File: src/rtl/spi_cmd_slave_pkg.sv
package spi_cmd_slave_pkg;

    localparam int FLAG_W = 16;
    localparam int BUF_AW = 8;

    localparam logic [7:0] OPC_REG_WR = 8'h0D;
    localparam logic [7:0] OPC_BUF_WR = 8'h0E;
    localparam logic [7:0] OPC_BUF_RD = 8'h1E;
    localparam logic [7:0] OPC_FLG_RD = 8'h12;
    localparam logic [7:0] OPC_FLG_CL = 8'h02;

    typedef enum logic [2:0] {
        CK_NONE,
        CK_REG_WR,
        CK_BUF_WR,
        CK_BUF_RD,
        CK_FLG_RD,
        CK_FLG_CL
    } cmd_kind_t;

    typedef enum logic {
        PH_COLLECT,
        PH_APPLY
    } phase_t;

    typedef struct packed {
        logic              reg_we;
        logic [15:0]       reg_addr;
        logic              buf_we;
        logic [BUF_AW-1:0] buf_addr;
        logic [7:0]        data;
    } wr_req_t;

    function automatic cmd_kind_t kind_of(input logic [7:0] opc);
        cmd_kind_t k;
        case (opc)
            OPC_REG_WR: k = CK_REG_WR;
            OPC_BUF_WR: k = CK_BUF_WR;
            OPC_BUF_RD: k = CK_BUF_RD;
            OPC_FLG_RD: k = CK_FLG_RD;
            OPC_FLG_CL: k = CK_FLG_CL;
            default:    k = CK_NONE;
        endcase
        return k;
    endfunction

    function automatic logic [7:0] status_of(input logic [FLAG_W-1:0] flags);
        return {7'b0, |flags};
    endfunction

endpackage

File: src/rtl/scs_link.sv
module scs_link (
    input  logic       clk,
    input  logic       rst,
    input  logic       sck,
    input  logic       mosi,
    input  logic       nss,
    input  logic [7:0] tx_byte,
    output logic       miso,
    output logic       rx_valid,
    output logic [7:0] rx_byte,
    output logic       tx_load,
    output logic       txn_start,
    output logic       txn_end,
    output logic       txn_abort
);
    logic [2:0] sck_s;
    logic [2:0] nss_s;
    logic [1:0] mosi_s;
    logic [2:0] bit_cnt;
    logic [6:0] rx_sr;
    logic [7:0] tx_sr;

    logic sck_rise, sck_fall, active;

    assign sck_rise  = sck_s[1] & ~sck_s[2];
    assign sck_fall  = ~sck_s[1] & sck_s[2];
    assign active    = ~nss_s[1];
    assign txn_start = ~nss_s[1] & nss_s[2];
    assign txn_end   = nss_s[1] & ~nss_s[2] & (bit_cnt == 3'd0);
    assign txn_abort = nss_s[1] & ~nss_s[2] & (bit_cnt != 3'd0);
    assign tx_load   = active & sck_fall & (bit_cnt == 3'd0);
    assign miso      = tx_sr[7];

    always_ff @(posedge clk) begin
        if (rst) begin
            sck_s  <= 3'b000;
            nss_s  <= 3'b111;
            mosi_s <= 2'b00;
        end else begin
            sck_s  <= {sck_s[1:0], sck};
            nss_s  <= {nss_s[1:0], nss};
            mosi_s <= {mosi_s[0], mosi};
        end
    end

    always_ff @(posedge clk) begin
        if (rst) begin
            bit_cnt  <= '0;
            rx_sr    <= '0;
            tx_sr    <= '0;
            rx_valid <= 1'b0;
            rx_byte  <= '0;
        end else begin
            rx_valid <= 1'b0;
            if (txn_start) begin
                bit_cnt <= '0;
                tx_sr   <= '0;
            end else if (active) begin
                if (sck_rise) begin
                    bit_cnt <= bit_cnt + 3'd1;
                    rx_sr   <= {rx_sr[5:0], mosi_s[1]};
                    if (bit_cnt == 3'd7) begin
                        rx_byte  <= {rx_sr, mosi_s[1]};
                        rx_valid <= 1'b1;
                    end
                end
                if (sck_fall) begin
                    if (tx_load) tx_sr <= tx_byte;
                    else         tx_sr <= {tx_sr[6:0], 1'b0};
                end
            end
        end
    end
endmodule

File: src/rtl/scs_engine.sv
module scs_engine
    import spi_cmd_slave_pkg::*;
#(
    parameter int STAGE_DEPTH = 16
) (
    input  logic              clk,
    input  logic              rst,
    input  logic              rx_valid,
    input  logic [7:0]        rx_byte,
    input  logic              tx_load,
    input  logic              txn_start,
    input  logic              txn_end,
    input  logic [FLAG_W-1:0] flags,
    input  logic [7:0]        buf_rd_data,
    output logic [7:0]        tx_byte,
    output logic [BUF_AW-1:0] buf_rd_addr,
    output wr_req_t           wr,
    output logic              clr_en,
    output logic [FLAG_W-1:0] clr_mask,
    output logic              busy
);
    localparam int SW = $clog2(STAGE_DEPTH + 1);
    localparam int IW = (STAGE_DEPTH > 1) ? $clog2(STAGE_DEPTH) : 1;
    localparam logic [SW-1:0] STAGE_MAX = SW'(STAGE_DEPTH);

    phase_t            phase;
    cmd_kind_t         kind;
    logic [7:0]        seen;
    logic [15:0]       base;
    logic [BUF_AW-1:0] rd_ptr;
    logic [FLAG_W-1:0] mask;
    logic              mask_ok;
    logic [FLAG_W-1:0] snap;
    logic [7:0]        stage [STAGE_DEPTH];
    logic [SW-1:0]     stage_n;
    logic [SW-1:0]     cidx;
    logic              push;

    always_comb begin
        push = 1'b0;
        if (rx_valid && !txn_start && seen >= 8'd3 && kind == CK_REG_WR) push = 1'b1;
        if (rx_valid && !txn_start && seen >= 8'd2 && kind == CK_BUF_WR) push = 1'b1;
    end

    always_ff @(posedge clk) begin
        if (push && stage_n < STAGE_MAX) stage[IW'(stage_n)] <= rx_byte;
    end

    always_ff @(posedge clk) begin
        if (rst) begin
            kind    <= CK_NONE;
            seen    <= '0;
            base    <= '0;
            rd_ptr  <= '0;
            mask    <= '0;
            mask_ok <= 1'b0;
            snap    <= '0;
            stage_n <= '0;
        end else if (txn_start) begin
            kind    <= CK_NONE;
            seen    <= '0;
            stage_n <= '0;
            mask_ok <= 1'b0;
        end else begin
            if (rx_valid) begin
                if (seen != 8'hFF) seen <= seen + 8'd1;
                if (seen == 8'd0) begin
                    kind <= kind_of(rx_byte);
                end else begin
                    case (kind)
                        CK_REG_WR: begin
                            if (seen == 8'd1) base[15:8] <= rx_byte;
                            if (seen == 8'd2) base[7:0]  <= rx_byte;
                        end
                        CK_BUF_WR: if (seen == 8'd1) base <= {8'h00, rx_byte};
                        CK_BUF_RD: if (seen == 8'd1) rd_ptr <= rx_byte;
                        CK_FLG_CL: begin
                            if (seen == 8'd1) mask[15:8] <= rx_byte;
                            if (seen == 8'd2) begin
                                mask[7:0] <= rx_byte;
                                mask_ok   <= 1'b1;
                            end
                        end
                        default: ;
                    endcase
                end
                if (push && stage_n < STAGE_MAX) stage_n <= stage_n + SW'(1);
            end
            if (tx_load && kind == CK_BUF_RD && seen >= 8'd3) rd_ptr <= rd_ptr + 8'd1;
            if (tx_load && kind == CK_FLG_RD && seen == 8'd1) snap <= flags;
        end
    end

    always_ff @(posedge clk) begin
        if (rst) begin
            phase <= PH_COLLECT;
            cidx  <= '0;
        end else if (phase == PH_COLLECT) begin
            if (txn_end) begin
                phase <= PH_APPLY;
                cidx  <= '0;
            end
        end else begin
            if (cidx == stage_n) phase <= PH_COLLECT;
            else                 cidx  <= cidx + SW'(1);
        end
    end

    always_comb begin
        tx_byte = 8'h00;
        case (kind)
            CK_BUF_RD: begin
                if (seen == 8'd2)      tx_byte = status_of(flags);
                else if (seen >= 8'd3) tx_byte = buf_rd_data;
            end
            CK_FLG_RD: begin
                if (seen == 8'd1)      tx_byte = status_of(flags);
                else if (seen == 8'd2) tx_byte = snap[15:8];
                else if (seen == 8'd3) tx_byte = snap[7:0];
            end
            default: ;
        endcase
    end

    always_comb begin
        wr          = '0;
        wr.data     = stage[IW'(cidx)];
        wr.reg_addr = base + 16'(cidx);
        wr.buf_addr = base[7:0] + 8'(cidx);
        if (phase == PH_APPLY && cidx < stage_n) begin
            wr.reg_we = (kind == CK_REG_WR);
            wr.buf_we = (kind == CK_BUF_WR);
        end
    end

    assign clr_en      = (phase == PH_APPLY) && (cidx == '0) && (kind == CK_FLG_CL) && mask_ok;
    assign clr_mask    = mask;
    assign buf_rd_addr = rd_ptr;
    assign busy        = (phase == PH_APPLY);
endmodule

File: src/rtl/scs_store.sv
module scs_store
    import spi_cmd_slave_pkg::*;
#(
    parameter logic [15:0] REG_BASE  = 16'h06C0,
    parameter int          REG_COUNT = 16
) (
    input  logic                   clk,
    input  logic                   rst,
    input  wr_req_t                wr,
    input  logic [BUF_AW-1:0]      buf_rd_addr,
    output logic [7:0]             buf_rd_data,
    output logic [REG_COUNT*8-1:0] cfg_flat
);
    localparam int BUF_DEPTH = 1 << BUF_AW;

    logic [7:0] mem [BUF_DEPTH];

    for (genvar i = 0; i < REG_COUNT; i++) begin : g_reg
        localparam logic [15:0] ADDR = REG_BASE + 16'(i);
        always_ff @(posedge clk) begin
            if (rst)                                   cfg_flat[8*i +: 8] <= 8'h00;
            else if (wr.reg_we && wr.reg_addr == ADDR) cfg_flat[8*i +: 8] <= wr.data;
        end
    end

    always_ff @(posedge clk) begin
        if (wr.buf_we) mem[wr.buf_addr] <= wr.data;
    end

    assign buf_rd_data = mem[buf_rd_addr];
endmodule

File: src/rtl/scs_flags.sv
module scs_flags
    import spi_cmd_slave_pkg::*;
(
    input  logic              clk,
    input  logic              rst,
    input  logic [FLAG_W-1:0] evt,
    input  logic              clr_en,
    input  logic [FLAG_W-1:0] clr_mask,
    output logic [FLAG_W-1:0] flags
);
    always_ff @(posedge clk) begin
        if (rst) flags <= '0;
        else     flags <= (flags & ~(clr_en ? clr_mask : '0)) | evt;
    end
endmodule

File: src/rtl/spi_cmd_slave.sv
module spi_cmd_slave
    import spi_cmd_slave_pkg::*;
#(
    parameter logic [15:0] REG_BASE    = 16'h06C0,
    parameter int          REG_COUNT   = 16,
    parameter int          STAGE_DEPTH = 16
) (
    input  logic                   clk,
    input  logic                   rst,
    input  logic                   spi_sck,
    input  logic                   spi_mosi,
    input  logic                   spi_nss,
    output logic                   spi_miso,
    output logic                   busy,
    input  logic [15:0]            irq_evt,
    output logic [15:0]            irq_flags,
    output logic [REG_COUNT*8-1:0] cfg_flat
);
    logic              rx_valid, tx_load, txn_start, txn_end, txn_abort;
    logic [7:0]        rx_byte, tx_byte, buf_rd_data;
    logic [BUF_AW-1:0] buf_rd_addr;
    logic              clr_en;
    logic [FLAG_W-1:0] clr_mask;
    wr_req_t           wr;

    scs_link link_i (
        .clk(clk), .rst(rst), .sck(spi_sck), .mosi(spi_mosi), .nss(spi_nss),
        .tx_byte(tx_byte), .miso(spi_miso), .rx_valid(rx_valid), .rx_byte(rx_byte),
        .tx_load(tx_load), .txn_start(txn_start), .txn_end(txn_end), .txn_abort(txn_abort)
    );

    scs_engine #(.STAGE_DEPTH(STAGE_DEPTH)) engine_i (
        .clk(clk), .rst(rst), .rx_valid(rx_valid), .rx_byte(rx_byte), .tx_load(tx_load),
        .txn_start(txn_start), .txn_end(txn_end), .flags(irq_flags),
        .buf_rd_data(buf_rd_data), .tx_byte(tx_byte), .buf_rd_addr(buf_rd_addr),
        .wr(wr), .clr_en(clr_en), .clr_mask(clr_mask), .busy(busy)
    );

    scs_store #(.REG_BASE(REG_BASE), .REG_COUNT(REG_COUNT)) store_i (
        .clk(clk), .rst(rst), .wr(wr), .buf_rd_addr(buf_rd_addr),
        .buf_rd_data(buf_rd_data), .cfg_flat(cfg_flat)
    );

    scs_flags flags_i (
        .clk(clk), .rst(rst), .evt(irq_evt), .clr_en(clr_en),
        .clr_mask(clr_mask), .flags(irq_flags)
    );

    // An aborted command simply never reaches txn_end; the pulse is not otherwise needed.
    logic abort_seen_unused;
    assign abort_seen_unused = txn_abort;
endmodule

File: config.mk
export PLATFORM = sky130hd
export DESIGN_NAME = spi_cmd_slave
export DESIGN_NICKNAME = d
export VERILOG_FILES = /design/src/rtl/spi_cmd_slave_pkg.sv /design/src/rtl/scs_link.sv /design/src/rtl/scs_engine.sv /design/src/rtl/scs_store.sv /design/src/rtl/scs_flags.sv /design/src/rtl/spi_cmd_slave.sv
export SDC_FILE = /design/constraint.sdc
export NUM_CORES = 2
export LEC_CHECK = 0
export CAP_MARGIN = 40
export CORE_MARGIN = 1.5
export CORE_UTILIZATION = 40
export CTS_CLUSTER_DIAMETER = 50
export DETAILED_ROUTE_END_ITERATION = 6
export MAX_ROUTING_LAYER = met4
export PLACE_DENSITY = 0.62
export SLEW_MARGIN = 10
export SYNTH_ARGS = -nofsm -noshare
export SYNTH_HDL_FRONTEND = slang
export SYNTH_SLANG_ARGS = --single-unit
File: constraint.sdc
create_clock -name clk -period 4.52 [get_ports clk]
set_input_delay 0.904 -clock clk [delete_from_list [all_inputs] [get_ports clk]]
set_output_delay 0.904 -clock clk [all_outputs]
set_load 0.05 [all_outputs]
Yosys cells after proc, flatten, opt, wreduce, memory -nomap -nowiden
Memories as Yosys holds them, arrays and structs flattened. A register that Yosys moved wholly into a read port is not among the register bits.
Cells that the tools add are included.
{"block": "op_classes", "addsub": 7, "order_cmp": 4, "eq_ne": 37, "n_mux": 36, "n_bitwise": 17, "reduce_logical": 57}
{"op": "16-bit by 11-bit == test with 1-bit output (second input constant)", "count": 16}
{"op": "8-bit 2-to-1 mux", "count": 14}
{"op": "16-bit 2-to-1 mux", "count": 2}
{"op": "16-bit case mux with 2 select lines", "count": 1}
{"op": "1-bit logical AND", "count": 30}
{"op": "8-bit by 2-bit == test with 1-bit output (second input constant)", "count": 3}
{"op": "16-bit by 5-bit adder with 16-bit output", "count": 1}
{"op": "8-bit by 1-bit adder with 8-bit output (second input constant)", "count": 2}
{"op": "16-bit AND", "count": 1}
{"op": "8-bit by 4-bit == test with 1-bit output (second input constant)", "count": 2}
{"op": "8-bit by 5-bit == test with 1-bit output (second input constant)", "count": 2}
{"op": "8-bit by 2-bit greater-or-equal comparator with 1-bit output (second input constant)", "count": 2}
{"op": "16-bit NOT", "count": 1}
{"op": "16-bit OR", "count": 1}
{"op": "8-bit case mux with 2 select lines", "count": 1}
{"op": "16-bit OR reduction", "count": 1}
{"op": "5-bit 2-to-1 mux", "count": 3}
{"op": "3-bit case mux with 5 select lines", "count": 1}
{"op": "5-bit AND reduction", "count": 3}
{"op": "2-bit AND reduction", "count": 7}
{"op": "1-bit 2-to-1 mux", "count": 12}
{"op": "6-bit AND reduction", "count": 2}
{"op": "5-bit by 1-bit adder with 5-bit output (second input constant)", "count": 2}
{"op": "2-bit nonzero test", "count": 5}
{"op": "23 further kinds", "count": 43}
{"block": "word_totals", "reg_bits": 258, "ram_bits": 2176, "input_bits": 21, "word_cells": 197, "mem_count": 2}
{"name": "store_i.mem", "depth": 256, "width": 8, "rd": 1, "rd_ports_with_merged_regs": 1, "write_ports": 1, "line_no": "scs_store.sv:16", "source": "logic [7:0] mem [BUF_DEPTH];"}
{"name": "engine_i.stage", "depth": 16, "width": 8, "rd": 1, "rd_ports_with_merged_regs": 1, "write_ports": 1, "line_no": "scs_engine.sv:34", "source": "logic [7:0] stage [STAGE_DEPTH];"}

Logic depth before layout (Yosys ltp)
{"block": "logic_depth", "ltp_word": 11, "mapped_depth": 12}

Cells and area by module
A second synthesis with hierarchy kept.
{"block": "unflattened", "hier_cells": 5149, "area_unflattened_um2": 95793.1}
{"module": "scs_store", "n_inst": 1, "cells_each": 4189, "area_per_inst_um2": 84352.2, "seq_area_each_um2": 64061.4}
{"module": "scs_engine", "n_inst": 1, "cells_each": 755, "area_per_inst_um2": 9334.0, "seq_area_each_um2": 5505.3}
{"module": "scs_link", "n_inst": 1, "cells_each": 137, "area_per_inst_um2": 1416.4, "seq_area_each_um2": 700.7}
{"module": "scs_flags", "n_inst": 1, "cells_each": 68, "area_per_inst_um2": 690.7, "seq_area_each_um2": 320.3}

Least setup slack after synthesis
OpenSTA, ideal clock, no wires.
{"block": "synth_path", "kind": "register to register", "startpoint": "register with a tool-made name", "endpoint": "register store_i.cfg_flat[114]", "setup_time_ns": 0.075, "arrival_time_ns": 3.548, "setup_slack_ns": 0.896, "path_stages_with_launch": 9, "cell_sequence": "dfxtp_1 -> clkbuf_1 -> buf_2 -> mux4_2 -> mux4_2 -> nand2b_1 -> clkbuf_1 -> buf_2 -> mux2i_1"}
{"item": "end signal: indexed assignment", "line_no": "scs_store.sv:22", "source": "else if (wr.reg_we && wr.reg_addr == ADDR) cfg_flat[8*i +: 8] <= wr.data;"}
{"item": "end: declaration", "line_no": "scs_store.sv:12", "source": "output logic [REG_COUNT*8-1:0] cfg_flat"}

==> out/results.ini <==
[status]
status = finished, final reports clean

[yosys]
ys_warn_count = 0
synth.distinct_cells = 93
synth_top_area_share_pct = 67.8
synthFlopType = edfxtp_1
synth_seq_area_share_pct = 73.4
synth_mux_area_share_pct = 15.4
synthSimpleGateAreaFrac_pct = 5.31
synth-compound-area-share_pct = 3.56
syn_inst = 5122
ys_seq_elements = 2446
synthesis.area_um2 = 96400
avgSynthCellArea_um2 = 18.8
synth_top_family_by_area = multiplexers
synthTopCellsByArea = edfxtp_1, mux4_2, dfxtp_1, mux2i_1, nor2_1
synthArstFlopShare_pct = 0
synth_edf_count = 2176
syn-num-nets = 5168
synthAdderAreaFrac_pct = 0.332
yosysTopAreaCell = edfxtp_1
synth-xor-area-share_pct = 0.173

[timing]
setup-violations-final = 0
max_clock_freq_mhz = 236
fin_ws_ns = 0.275
fin_skew_ns = 0.0691
max_slew_margin_pct = 34.1
hold-worst-slack_ns = 0.451
min_period_ns = 4.24
hold_viol_final = 0
final.period_utilization_pct = 93.9
drv_slew = 0
fin_setup_tns_ns = 0
worst_pin_slew_ns = 0.989
rsz0062_at_grt = no

[cts]
cts_resized = 0
ctsHoldBuffers = 0
cts_tree = done
clock_path_buffers = 4
cts_setup_buffers = 0
cts_num_sinks = 2446
clkTransAtPathRegs_ns = 0.06
cts_htree_levels = 5
cts_inserted_buffers = 283
clock_latency_ns = 0.94
cts_root_buffer = clkbuf_16

[drt]
firstDrtPassIters = 5
route.detailed.drc = 0
detail_route.vias_per_cell = 5.77
final_antenna_net_count = 0
vias = 52600
wire_per_inst_um = 29.4
wl_um = 268000
drtIter0Drc = 6609

[worst_hold_path]
whs_path_depth = 2
hold_path.startpoint = engine_i.base[13]
hold_class = reg -> reg
whs_endpoint = engine_i.base[13]

[floorplan]
io_pins = 167
fp-row-count = 180
die_x_um = 494
die_area_um2 = 244000
start_util_pct = 40.2
coreArea_um2 = 240000
die_h_um = 494

[pwr]
leakagePower_nw = 36.1
ir_worst_vdd_mv = 0.297
p_per_area_nw_per_um2 = 407
power.total_w = 0.0462

[global_routing]
grt_pass1_wl_um = 381000
grt_pass1_vias = 51700
grtUsageTotal_pct = 22.3
antenna_found_initial = 4
grt_max_degree = 155
gr-total-overflow = 0

[placement]
portBuffers = 166
dpl.hpwl_um = 171000
dp_slack_ns = 0.328
place_congestion = 0.908

[worst_setup_path]
critPathKind = reg -> reg
r2r-end = link_i.tx_sr[0]
crit_arrival_ns = 5.05
critical_path.max_fanout = 36
cp.required_ns = 5.32
r2r_cells = 10
cp-start-kind = flop
r2r_slack_ns = 0.28
end_kind = flop

[finish]
syn_to_final_growth_pct = 17.5
nets = 5773
layout-drive-gt1-share_pct = 25.0
fin_util_pct = 47.2

[run]
cap_violations = 0

[flip-flops by register name (all words and copies together) (netlist names), 3 cells and up, named ones only]
register and flops:
engine_i.stage 128, engine_i.seen 8, engine_i.base 16, link_i.bit_cnt 3, store_i.cfg_flat 128, link_i.nss_s 3
engine_i.buf_rd_addr 8, engine_i.cidx 5, engine_i.clr_mask 16, flags_i.flags 16, store_i.mem 2048, engine_i.snap 16
engine_i.kind 3, link_i.rx_byte 8, link_i.sck_s 3, engine_i.stage_n 5, link_i.rx_sr 7, link_i.tx_sr 8
[cell usage after synthesis (6+ instances only)]
| master | count |
|---|---|
| buf_1 | 20 |
| nor3_1 | 51 |
| and2_1 | 9 |
| nand4_4 | 10 |
| a2111oi_0 | 6 |
| nand2b_1 | 151 |
| ha_1 | 24 |
| nor2b_1 | 27 |
| o22ai_1 | 67 |
| a2111oi_4 | 12 |
| dfxtp_1 | 270 |
| nand4_1 | 12 |
| mux4_2 | 524 |
| o21ai_0 | 46 |
| nand2_1 | 186 |
| a22o_1 | 27 |
| a221oi_1 | 25 |
| clkbuf_1 | 130 |
| a2111oi_2 | 6 |
| xor2_1 | 10 |
| buf_4 | 33 |
| nor4_1 | 14 |
| inv_1 | 17 |
| xnor2_1 | 9 |
| nand3b_1 | 9 |
| nand3_1 | 60 |
| a22oi_1 | 45 |
| o32ai_1 | 6 |
| or2_2 | 9 |
| nor2_1 | 418 |
| edfxtp_1 | 2176 |
| nor3b_1 | 6 |
| a211oi_1 | 17 |
| nand4_2 | 8 |
| mux2i_1 | 283 |
| o221ai_1 | 14 |
| buf_6 | 36 |
| or3_1 | 11 |
| a31oi_1 | 20 |
| nand3_2 | 7 |
| o31ai_1 | 10 |
| buf_2 | 81 |
| mux2_2 | 15 |
| a21oi_1 | 88 |
| and3_1 | 18 |
[logic make-up (layout without fill, tap and decap cells)]
group           Yosys count  after routing
mux                     824            824
simple gates           1028           1028
compound gates          453            453
buf+inv                 327           1130
flops                  2446           2446
xor+xnor                 19             19
fa+ha+maj                25             25
other cells               0              3
[layout make-up]
cell class                 instances  area (um^2)
clock buffer                     358         7670
multi-input combinational       2349        24000
clock inverter                   125         1070
sequential                      2446        70800
antenna                            3         7.51
inverter                          21         80.1
timing repair buffer             626         5790
fill                           19900       127000
tap                             3185         3990
[worst max-delay path: stages, from the launching register on]
cell and delay [ns]:
dfxtp_4 0.72, buf_12 0.36, buf_4 0.41, mux4_2 0.59, a22oi_1 0.30, a21oi_1 0.22
nor4_1 0.80, buf_4 0.24, nor4_1 0.08, buf_4 0.19, o21a_1 0.16
[worst max path at each step]
stage	start	to	slack (ns)
2_1_floorplan	flop	store_i.cfg_flat[114]	0.90
3_3_place_gp	flop	link_i.tx_sr[0]	0.31
3_5_place_dp	flop	link_i.tx_sr[0]	0.33
4_1_cts	flop	link_i.tx_sr[0]	0.32
5_1_grt	flop	link_i.tx_sr[0]	0.23
6_report	flop	link_i.tx_sr[0]	0.28
[metal layers]
metal | track usage, % | vias up | part of all wire (%)
met2 | 33.6 | 2783 | 46
met3 | 5.02 | 456 | 9.6
li1 | - | 21900 | -
met5 | - | - | 0
met4 | 6.82 | 0 | 3.1
met1 | 30.3 | 27500 | 41
[power by group]
part,switching [W],internal (W),total [W]
Sequential,0.0000166,0.0242,0.0243
Combinational,0.000106,0.0000673,0.000173
Clock,0.00897,0.0128,0.0217
Total,0.00909,0.0371,0.0462
[placed cells by master (no fill, tap or decap), types with 13 or more instances in the layout]
cell,n
edfxtp_1,2176
mux4_2,516
nor2_1,415
buf_4,404
clkbuf_16,293
mux2i_1,283
dfxtp_1,264
nand2_1,186
clkdlybuf4s50_1,165
nand2b_1,151
a21oi_1,88
o22ai_1,67
nand3_1,60
clkbuf_1,55
nor3_1,51
o21ai_0,46
a22oi_1,45
clkinv_1,44
buf_12,43
clkinv_2,28
a22o_1,27
a221oi_1,25
ha_1,24
nor2b_1,23
a31oi_1,19
and3_1,18
inv_1,17
a211oi_1,17
mux2_2,15
o221ai_1,14
nor4_1,14
clkinv_4,14
bufinv_16,13
[metrics by stage]
stage          cells  area [um^2]
2_1_floorplan   5122        96400
3_3_place_gp    8610       104000
3_5_place_dp    8626       105000
4_1_cts         9109       113000
5_1_grt         9112       113000
6_report        9113       113000
Power figures use the tool's default switching activity.
